$ cat config.mk
export PLATFORM = sky130hd
export DESIGN_NAME = bcu_top
export DESIGN_NICKNAME = d
export VERILOG_FILES = /design/src/rtl/bcu_pkg.sv /design/src/rtl/bcu_bitops.sv /design/src/rtl/bcu_compare.sv /design/src/rtl/bcu_branch.sv /design/src/rtl/bcu_top.sv
export SDC_FILE = /design/constraint.sdc
export NUM_CORES = 1
export LEC_CHECK = 0
export BUFFER_PORTS_ARGS = -buffer_cell sky130_fd_sc_hd__buf_4
export CAP_MARGIN = 0
export CORE_UTILIZATION = 39
export DETAILED_ROUTE_END_ITERATION = 16
export GPL_ROUTABILITY_DRIVEN = 0
export HOLD_SLACK_MARGIN = 0.1
export PLACE_DENSITY = 0.75
export SYNTH_ARGS = -nofsm -noshare
export SYNTH_HDL_FRONTEND = slang
export SYNTH_SLANG_ARGS = --single-unit
$ cat constraint.sdc
create_clock -name clk -period 10.3 [get_ports clk]
set_input_delay 2.06 -clock clk [delete_from_list [all_inputs] [get_ports clk]]
set_output_delay 2.06 -clock clk [all_outputs]
set_load 0.005 [all_outputs]
$ cat src/rtl/bcu_pkg.sv
package bcu_pkg;
    localparam int unsigned OP_W = 5;

    localparam logic [OP_W-1:0] OP_NOP  = 5'd0;
    localparam logic [OP_W-1:0] OP_BITF = 5'd1;
    localparam logic [OP_W-1:0] OP_BITZ = 5'd2;
    localparam logic [OP_W-1:0] OP_TRST = 5'd3;
    localparam logic [OP_W-1:0] OP_TSET = 5'd4;
    localparam logic [OP_W-1:0] OP_BCLR = 5'd5;
    localparam logic [OP_W-1:0] OP_BSET = 5'd6;
    localparam logic [OP_W-1:0] OP_CMPA = 5'd7;
    localparam logic [OP_W-1:0] OP_CMPX = 5'd8;
    localparam logic [OP_W-1:0] OP_CMPY = 5'd9;
    localparam logic [OP_W-1:0] OP_DCMP = 5'd10;
    localparam logic [OP_W-1:0] OP_BR_FIRST = 5'd16;
    localparam logic [OP_W-1:0] OP_BR_ALWAYS = 5'd24;

    typedef struct packed {
        logic n;
        logic v;
        logic z;
        logic c;
    } flags_t;

    typedef enum logic [1:0] {
        CLS_PASS,
        CLS_BITS,
        CLS_CMP,
        CLS_BRANCH
    } op_class_e;

    function automatic op_class_e classify(input logic [OP_W-1:0] op);
        op_class_e cls;
        if (op >= OP_BITF && op <= OP_BSET)
            cls = CLS_BITS;
        else if (op >= OP_CMPA && op <= OP_DCMP)
            cls = CLS_CMP;
        else if (op >= OP_BR_FIRST && op <= OP_BR_ALWAYS)
            cls = CLS_BRANCH;
        else
            cls = CLS_PASS;
        return cls;
    endfunction
endpackage

$ cat src/rtl/bcu_bitops.sv
module bcu_bitops
    import bcu_pkg::*;
#(
    parameter int unsigned DATA_W = 8,
    localparam int unsigned IDX_W = $clog2(DATA_W)
) (
    input  logic [OP_W-1:0]   op,
    input  logic [IDX_W-1:0]  bit_idx,
    input  logic [DATA_W-1:0] acc,
    input  logic [DATA_W-1:0] opnd_i,
    input  flags_t            flags_i,
    output logic [DATA_W-1:0] opnd_o,
    output flags_t            flags_o
);
    logic [DATA_W-1:0] sel_mask;
    logic              and_zero;

    for (genvar gi = 0; gi < DATA_W; gi++) begin : g_mask
        assign sel_mask[gi] = (bit_idx == IDX_W'(gi));
    end

    assign and_zero = ((opnd_i & acc) == '0);

    always_comb begin
        opnd_o  = opnd_i;
        flags_o = flags_i;
        unique case (op)
            OP_BITF: begin
                flags_o.z = and_zero;
                flags_o.n = opnd_i[DATA_W-1];
                flags_o.v = opnd_i[DATA_W-2];
            end
            OP_BITZ: flags_o.z = and_zero;
            OP_TRST: begin
                flags_o.z = and_zero;
                opnd_o    = opnd_i & ~acc;
            end
            OP_TSET: begin
                flags_o.z = and_zero;
                opnd_o    = opnd_i | acc;
            end
            OP_BCLR: opnd_o = opnd_i & ~sel_mask;
            OP_BSET: opnd_o = opnd_i | sel_mask;
            default: ;
        endcase
    end

    // the bit-select mask picks at most one bit
    always_comb begin
        a_mask_onehot_r4: assert ($onehot0(sel_mask));
    end
endmodule

$ cat src/rtl/bcu_compare.sv
module bcu_compare
    import bcu_pkg::*;
#(
    parameter int unsigned DATA_W = 8
) (
    input  logic [OP_W-1:0]   op,
    input  logic [DATA_W-1:0] acc,
    input  logic [DATA_W-1:0] idx_x,
    input  logic [DATA_W-1:0] idx_y,
    input  logic [DATA_W-1:0] opnd_i,
    input  flags_t            flags_i,
    output logic [DATA_W-1:0] opnd_o,
    output flags_t            flags_o
);
    logic [DATA_W-1:0] lhs;
    logic [DATA_W-1:0] rhs;
    logic [DATA_W-1:0] diff;
    logic [DATA_W-1:0] dec_val;

    assign dec_val = opnd_i - DATA_W'(1);

    always_comb begin
        lhs = acc;
        rhs = opnd_i;
        unique case (op)
            OP_CMPX: lhs = idx_x;
            OP_CMPY: lhs = idx_y;
            OP_DCMP: rhs = dec_val;
            default: ;
        endcase
    end

    assign diff = lhs - rhs;

    always_comb begin
        opnd_o    = (op == OP_DCMP) ? dec_val : opnd_i;
        flags_o   = flags_i;
        flags_o.c = (rhs <= lhs);
        flags_o.z = (diff == '0);
        flags_o.n = diff[DATA_W-1];
    end
endmodule

$ cat src/rtl/bcu_branch.sv
module bcu_branch
    import bcu_pkg::*;
(
    input  logic [OP_W-1:0] op,
    input  flags_t          flags_i,
    output logic            taken
);
    logic [2:0] cond_sel;
    logic       flag_bit;

    assign cond_sel = op[3:1];

    always_comb begin
        unique case (cond_sel[1:0])
            2'd0:    flag_bit = flags_i.n;
            2'd1:    flag_bit = flags_i.v;
            2'd2:    flag_bit = flags_i.c;
            default: flag_bit = flags_i.z;
        endcase
        if (op == OP_BR_ALWAYS)
            taken = 1'b1;
        else if (op >= OP_BR_FIRST && op < OP_BR_ALWAYS)
            taken = (flag_bit == op[0]);
        else
            taken = 1'b0;
    end
endmodule

$ cat src/rtl/bcu_top.sv
module bcu_top
    import bcu_pkg::*;
#(
    parameter int unsigned DATA_W = 8,
    parameter int unsigned IDX_LSB = 4,
    localparam int unsigned IDX_W = $clog2(DATA_W)
) (
    input  logic              clk,
    input  logic              rst,
    input  logic [4:0]        op_code,
    input  logic [7:0]        opcode,
    input  logic [DATA_W-1:0] reg_a,
    input  logic [DATA_W-1:0] reg_x,
    input  logic [DATA_W-1:0] reg_y,
    input  logic [DATA_W-1:0] opnd_in,
    input  logic [3:0]        flags_in,
    output logic [DATA_W-1:0] opnd_q,
    output logic [3:0]        flags_q,
    output logic              taken_q
);
    flags_t            fl_in;
    op_class_e         cls;
    logic [DATA_W-1:0] bit_opnd, cmp_opnd, nxt_opnd;
    flags_t            bit_flags, cmp_flags, nxt_flags;
    logic              br_taken, nxt_taken;

    assign fl_in = flags_t'(flags_in);
    assign cls   = classify(op_code);

    bcu_bitops #(.DATA_W(DATA_W)) u_bitops (
        .op      (op_code),
        .bit_idx (opcode[IDX_LSB +: IDX_W]),
        .acc     (reg_a),
        .opnd_i  (opnd_in),
        .flags_i (fl_in),
        .opnd_o  (bit_opnd),
        .flags_o (bit_flags)
    );

    bcu_compare #(.DATA_W(DATA_W)) u_compare (
        .op      (op_code),
        .acc     (reg_a),
        .idx_x   (reg_x),
        .idx_y   (reg_y),
        .opnd_i  (opnd_in),
        .flags_i (fl_in),
        .opnd_o  (cmp_opnd),
        .flags_o (cmp_flags)
    );

    bcu_branch u_branch (
        .op      (op_code),
        .flags_i (fl_in),
        .taken   (br_taken)
    );

    always_comb begin
        nxt_opnd  = opnd_in;
        nxt_flags = fl_in;
        nxt_taken = 1'b0;
        unique case (cls)
            CLS_BITS: begin
                nxt_opnd  = bit_opnd;
                nxt_flags = bit_flags;
            end
            CLS_CMP: begin
                nxt_opnd  = cmp_opnd;
                nxt_flags = cmp_flags;
            end
            CLS_BRANCH: nxt_taken = br_taken;
            CLS_PASS: ;
        endcase
    end

    always_ff @(posedge clk) begin
        if (rst) begin
            opnd_q  <= '0;
            flags_q <= '0;
            taken_q <= 1'b0;
        end else begin
            opnd_q  <= nxt_opnd;
            flags_q <= nxt_flags;
            taken_q <= nxt_taken;
        end
    end

    p_taken_nonbranch_r8: assert property (@(posedge clk) disable iff (rst)
        (classify(op_code) != CLS_BRANCH) |=> !taken_q);

    p_always_taken_r7: assert property (@(posedge clk) disable iff (rst)
        (op_code == OP_BR_ALWAYS) |=> taken_q);

    p_bitset_flags_r4: assert property (@(posedge clk) disable iff (rst)
        (op_code == OP_BCLR || op_code == OP_BSET) |=> (flags_q == $past(flags_in)));

    p_bitset_single_r4: assert property (@(posedge clk) disable iff (rst)
        (op_code == OP_BCLR || op_code == OP_BSET)
        |=> ($countones(opnd_q ^ $past(opnd_in)) <= 1));

    p_undefined_pass_r9: assert property (@(posedge clk) disable iff (rst)
        (classify(op_code) == CLS_PASS)
        |=> (opnd_q == $past(opnd_in) && flags_q == $past(flags_in)));

    p_cmp_keeps_v_r5: assert property (@(posedge clk) disable iff (rst)
        (classify(op_code) == CLS_CMP) |=> (flags_q[2] == $past(flags_in[2])));

    p_opcode_known_r4: assert property (@(posedge clk) disable iff (rst)
        (op_code == OP_BCLR || op_code == OP_BSET) |-> !$isunknown(opcode));
endmodule

==> results of run 1 <==
[placed cells by master, fill, tap and decap left out, types with 5 or more instances in the layout]
cell type,instances
a211oi_1,5
o211ai_1,6
nor2_1,34
ha_1,8
o21ai_0,11
nand2_1,22
mux2i_1,11
nand3_1,14
dfxtp_1,13
a21oi_1,24
or3_1,5
nor2b_1,5
buf_4,59
inv_1,12
a21o_1,5
a221oi_1,7
[through the flow]
step	setup slack [ns]	utilization (%)	area (µm²)	cells	power, mW
floorplan	5.462	-	1814	259	0.1074
global placement	5.203	51.16	2258	355	0.1391
detailed placement	5.173	51.16	2258	355	0.1403
CTS	5.420	52.18	2303	359	0.1828
global route	5.204	52.18	2303	359	0.1952
finish	5.371	52.18	2303	359	0.1831
[registers in the layout, indices dropped and copies added (netlist names)]
signal and count:
taken_q 1, opnd_q 8, flags_q 4
[cells by family (layout without fill, tap and decap cells)]
family	count (synthesis)	count (layout)	synth area share, %
flops	13	13	14.34
compound gates	83	83	31.11
buf+inv	27	75	6.000
simple gates	105	105	29.79
mux	13	13	7.931
fa+ha+maj	9	9	6.069
xor+xnor	9	9	4.758
[report_power, final]
| group | internal [mW] | leakage (nW) | switching [mW] |
|---|---|---|---|
| Combinational | 0.0402 | 0.863 | 0.0459 |
| Sequential | 0.0541 | 0.108 | 0.000796 |
| Clock | 0.0271 | 0.0228 | 0.0150 |
| Total | 0.121 | 0.994 | 0.0617 |
[critical path, stage by stage]
cell and delay [ns]:
buf_4 0.20, nor2_1 0.16, nand3_1 0.30, or4b_1 0.68, or3_1 0.40, xor2_1 0.18
ha_1 0.36, inv_1 0.08, nor2_1 0.14, nand3_1 0.09, o311a_1 0.16, a21oi_1 0.14
o21a_1 0.14
[worst paths after layout]
| check | startpoint | to | slack (ns) | cells past startpoint |
|---|---|---|---|---|
| setup / recovery | op_code[0] | flags_q[3] | 5.37 | 13 |
| hold / removal | rst | opnd_q[4] | 2.08 | 2 |
[layer usage]
layer  track usage, %  share of wire, %  routed length (µm)
met1            30.58                44                2505
met4            7.111               1.6                  89
met2            37.71                47                2648
met5                0                 0                   0
met3           0.8658               7.0                 394
[area by class of cell]
cell class                      count  share of cell area, %
Tap cell                           52                  2.825
Inverter                           12                  1.955
Multi-Input combinational cell    219                  62.74
Sequential cell                    13                  11.30
Clock buffer                        4                  1.955
Timing Repair Buffer               59                  19.23
[cell usage after synthesis, types with 5 or more instances]
cell	n
nor2_1	34
a21oi_1	24
nand2_1	22
nand3_1	14
dfxtp_1	13
clkbuf_1	12
inv_1	12
mux2i_1	11
o21ai_0	11
ha_1	8
a221oi_1	7
o211ai_1	6
a211oi_1	5
a21o_1	5
nor2b_1	5
or3_1	5
==> impl_metrics.toml, run 1 <==
[synthesis]
synth-edff-count = 0
yosysTopAreaCell = "dfxtp_1"
synthArstFlopShare_pct = 0
synth_cell_types = 58
synth_seq_cells = 13
yosysSeqAreaShare_pct = 14.34
syn_inst = 259
synth_area_leaders = "dfxtp_1 14%, nor2_1 7.0%, a21oi_1 6.6%, mux2i_1 6.1%, ha_1 5.5%"
yosys_warnings = 0
synth_ff_type = "dfxtp_1"
synth_area_um2 = 1814
synth.avg_cell_area_um2 = 7.005
yosys.area.top_type_share_pct = 14.34
syn-num-nets = 318

[detailed_routing]
ant_nets = 0
viasPerCell = 6.000
wl_um = 5637
route.detailed.drc = 0
num_vias = 2154
wire_per_inst_um = 15.70
initialDrtViolationCount = 244
first_pass_iters = 5

[grt]
gr-total-overflow = 0
grt_usage_pct = 22.35
grt_pass1_vias = 1873
antenna_found_initial = 0
grt_pass1_wl_um = 8852
grt_max_degree = 25

[timing]
final.min_clock_period_ns = 4.929
slew_headroom_pct = 38.56
slew_violations = 0
whs_ns = 2.080
hold_viol_final = 0
fin_crit_sh_pct = 47.85
fmax_mhz = 202.9
worst_pin_slew_ns = 0.9146
fin_setup_tns_ns = 0
finalSetupViolCount = 0
grt_setup_unrepaired = "no"

[finish]
multiInputGateArea_um2 = 1445
diodes = 0
area_growth_pct = 26.97
drive_gt1_share_pct = 23.45
final-seq-area_um2 = 260.3
nFillCells = 455
final_nets = 367

[worst_setup_path]
path_class = "input port to flop"
worstPathMaxFanout = 24
worstPathArrival_ns = 5.10
endpoint_kind = "flop"
crit_required_ns = 10.48
start_kind = "input port"

[run_status]
status = "finished clean"

[clocking]
clock_sinks = 13
hold_buffers = 0
clkTransAtPathRegs_ns = 0.05
tritoncts = "built"
cts-root-buf = "clkbuf_8"
numCtsBuffers = 3
cts_resized = 0
htree_levels = 1
clockBufferDepth = 2
post-cts-setup-buffer-count = 0

[floorplanning]
die-area_um2 = 4929
die_w_um = 70.21
ioPinCount = 64
core_area_um2 = 4414
rows = 24
fp.dieH_um = 70.21
initial_utilization_pct = 41.10

[placed_design]
numPortBuffers = 58
post-dp-hpwl_um = 4533

[power]
ir_drop_uv = 37.82
p_per_area_nw_per_um2 = 79.51
p_leak_nw = 0.9939

[min_path]
holdCritPathClass = "input port to flop"

[run]
max_cap_viol_count = 0
No activity file was read; power rests on OpenSTA's default activity.
==> run 2: changes to the inputs <==
- ABC_AREA: default -> 1
- PLACE_DENSITY: 0.75 -> 0.77
- clock period: 10.3 -> 4.27 ns (I/O delays scaled with it)
==> run 2 against run 1 <==
Final cell count grew 21%. Via count rose by 13%. Routed wire length grew 10%. Area after synthesis rose by 4.6%. Worst hold slack worse by 1.2 ns. Setup slack worse by 4.1 ns. Critical path depth grew 4. Global-route usage grew 2.7 points. Combinational power rose to 2.6 times the previous value.
==> impl_metrics.toml, run 2 <==
[run_status]
status = "finished clean"

[power]
p_int_mw = 0.2915
p_sw_mw = 0.1834
pwr-share-clk_pct = 24.0
p_leak_nw = 1.184
comb_power_share_pct = 47.9
share_seq_of_total_power_pct = 28.1
ir_drop_uv = 124.0
p_per_area_nw_per_um2 = 196.6
swShare_pct = 38.62

[floorplanning]
initial_utilization_pct = 40.43
core_area_um2 = 4692
rows = 25
die-area_um2 = 5147
fp.dieH_um = 71.74
ioPinCount = 64
die_w_um = 71.74

[clocking]
htree_levels = 1
tritoncts = "built"
numCtsBuffers = 3
hold_buffers = 0
clockBufferDepth = 2
cts_resized = 0
post-cts-setup-buffer-count = 0
clkTransAtPathRegs_ns = 0.07
clock_sinks = 13
cts-root-buf = "clkbuf_8"

[timing]
whs_ns = 0.8413
fmax_mhz = 333.8
slew_violations = 0
fin_crit_sh_pct = 70.16
final.min_clock_period_ns = 2.996
grt_setup_unrepaired = "no"
fin_setup_tns_ns = 0
hold_viol_final = 0
worst_pin_slew_ns = 0.5281
finalSetupViolCount = 0
slew_headroom_pct = 64.42

[min_path]
hold_end = "opnd_q[3]"
hold_depth = 2
holdCritPathClass = "input port to flop"
hold_start = "rst"

[synthesis]
synth_area_um2 = 1897
synth_cell_types = 37
synth-edff-count = 0
yosysMostFrequentCell = "nand2_1"
synth_area_leaders = "nand2_1 15%, dfxtp_1 14%, o21ai_0 7.7%, inv_1 6.9%, a21oi_1 5.5%"
yosysSeqAreaShare_pct = 13.72
yosys-top-cells-count = "78 x nand2_1, 35 x inv_1, 29 x o21ai_0"
synth_seq_cells = 13
yosys.area.top_type_share_pct = 15.44
synthArstFlopShare_pct = 0
syn_inst = 324
synth_ff_type = "dfxtp_1"
yosys_warnings = 0
yosysTopAreaCell = "nand2_1"
synth.avg_cell_area_um2 = 5.854
syn-num-nets = 383

[detailed_routing]
wl_um = 6218
initialDrtViolationCount = 230
route.detailed.drc = 0
wire_per_inst_um = 14.29
viasPerCell = 5.586
first_pass_iters = 4
ant_nets = 0
num_vias = 2430

[finish]
largest_reg_flops = 8
final_nets = 441
layout_commonest_cell = "nand2_1"
finalInstanceArea_um2 = 2416
regMostFlops = "opnd_q"
drive_gt1_share_pct = 25.46
mostFrequentLayoutCells = "78 x nand2_1, 58 x buf_4, 35 x inv_1, 29 x o21ai_0, 26 x nor2_1"
final-seq-area_um2 = 260.3
nFillCells = 521
largestRegisters = "opnd_q: 8 flops, flags_q: 4 flops, taken_q: 1 flops"
diodes = 0
fin_cells = 435
area_growth_pct = 27.37
multiInputGateArea_um2 = 1414

[placed_design]
postPlaceCellArea_um2 = 2371
post-dp-hpwl_um = 5104
placed_cells = 431
numPortBuffers = 58

[grt]
grt_pass1_wl_um = 9998
grt_usage_pct = 25.03
grt_max_degree = 16
grt_pass1_vias = 2255
gr-total-overflow = 0
antenna_found_initial = 0

[worst_setup_path]
worstPathMaxFanout = 14
worstPathArrival_ns = 3.13
crit_path_frequent_cell = "nand2_1"
start_kind = "input port"
crit_path_cell_trace = "buf_4 -> nor2_4 -> nand3_2 -> nor2_2 -> nand3_2 -> xor2_1 -> ha_1 -> a21oi_1 -> o21ai_0 -> nor2_1 -> nand2_1 -> nand2_1 -> nand2_1 -> nand2_1 -> nand2_1 -> nand2_1 -> a21oi_2"
crit_required_ns = 4.40
crit_family = "simple AND/OR/NAND/NOR gates"
cpMaxStageDelayCell = "ha_1"
path_buf_inv = 1
endpoint_kind = "flop"
path_class = "input port to flop"
critPathMaxStageDelay_ns = 0.34

[run]
max_cap_viol_count = 0
==> run 2: cell types whose count changed after synthesis, moves of 7 or more <==
cell	before	now
nor2_1	34	26
clkbuf_1	12	0
a221oi_1	7	0
inv_1	12	35
mux2i_1	11	0
nand2_1	22	78
o21ai_0	11	29
nor3_1	4	11
inv_2	0	13
a31oi_1	2	10
==> run 2: layer usage <==
metal / vias up / share of wire, % / track usage (%)
met5: - / 0 / 0
met4: 0 / 3.5 / 11.98
met3: 24 / 11 / 5.626
met2: 137 / 44 / 41.40
met1: 1070 / 42 / 30.71
li1: 1199 / - / -
==> run 2: final cells by class <==
class / count / area share [%]
sequential: 13 / 10.77
multi-input combinational: 255 / 58.52
inverter: 51 / 8.027
tap: 54 / 2.796
clock buffer: 4 / 1.864
timing repair buffer: 58 / 18.02
==> run 2: worst max path at each step <==
stage          startpoint    endpoint  slack, ns  depth (start not counted)
6_report       op_code[0]  flags_q[1]       1.27                         17
5_1_grt        op_code[0]  flags_q[3]       1.06                         16
4_1_cts        opnd_in[0]  flags_q[1]       1.30                         16
3_5_place_dp   opnd_in[0]  flags_q[1]       1.07                         16
3_3_place_gp   op_code[0]  flags_q[1]       1.13                         17
2_1_floorplan  op_code[2]  flags_q[1]       1.42                         17
==> run 2: cells by family (layout without fill, tap and decap cells) <==
logic type,count (synthesis),in the layout,share of synthesized area [%]
DFF,13,13,13.72
buffers and inverters,56,113,11.74
and+or+nand+nor,157,157,40.30
AOI/OAI and AO/OA,82,82,25.26
adders and majority gates,8,8,5.277
xor gates and xnor gates,8,8,3.694
==> run 2: metrics by stage <==
stage	power [mW]	util, %	setup WS, ns
after floorplan	0.2711	-	1.418
after global placement	0.3545	50.53	1.127
after detailed placement	0.3599	50.53	1.075
after CTS	0.4746	51.49	1.304
after global routing	0.5108	51.49	1.061
final	0.4749	51.49	1.274
==> run 2: power by group through the flow <==
stage / registers, mW / clock network (mW) / logic [mW]
detailed placement: 0.136 / 0 / 0.224
CTS: 0.134 / 0.116 / 0.224
floorplan: 0.138 / 0 / 0.133
global route: 0.134 / 0.124 / 0.253
finish: 0.134 / 0.114 / 0.227
global placement: 0.136 / 0 / 0.218
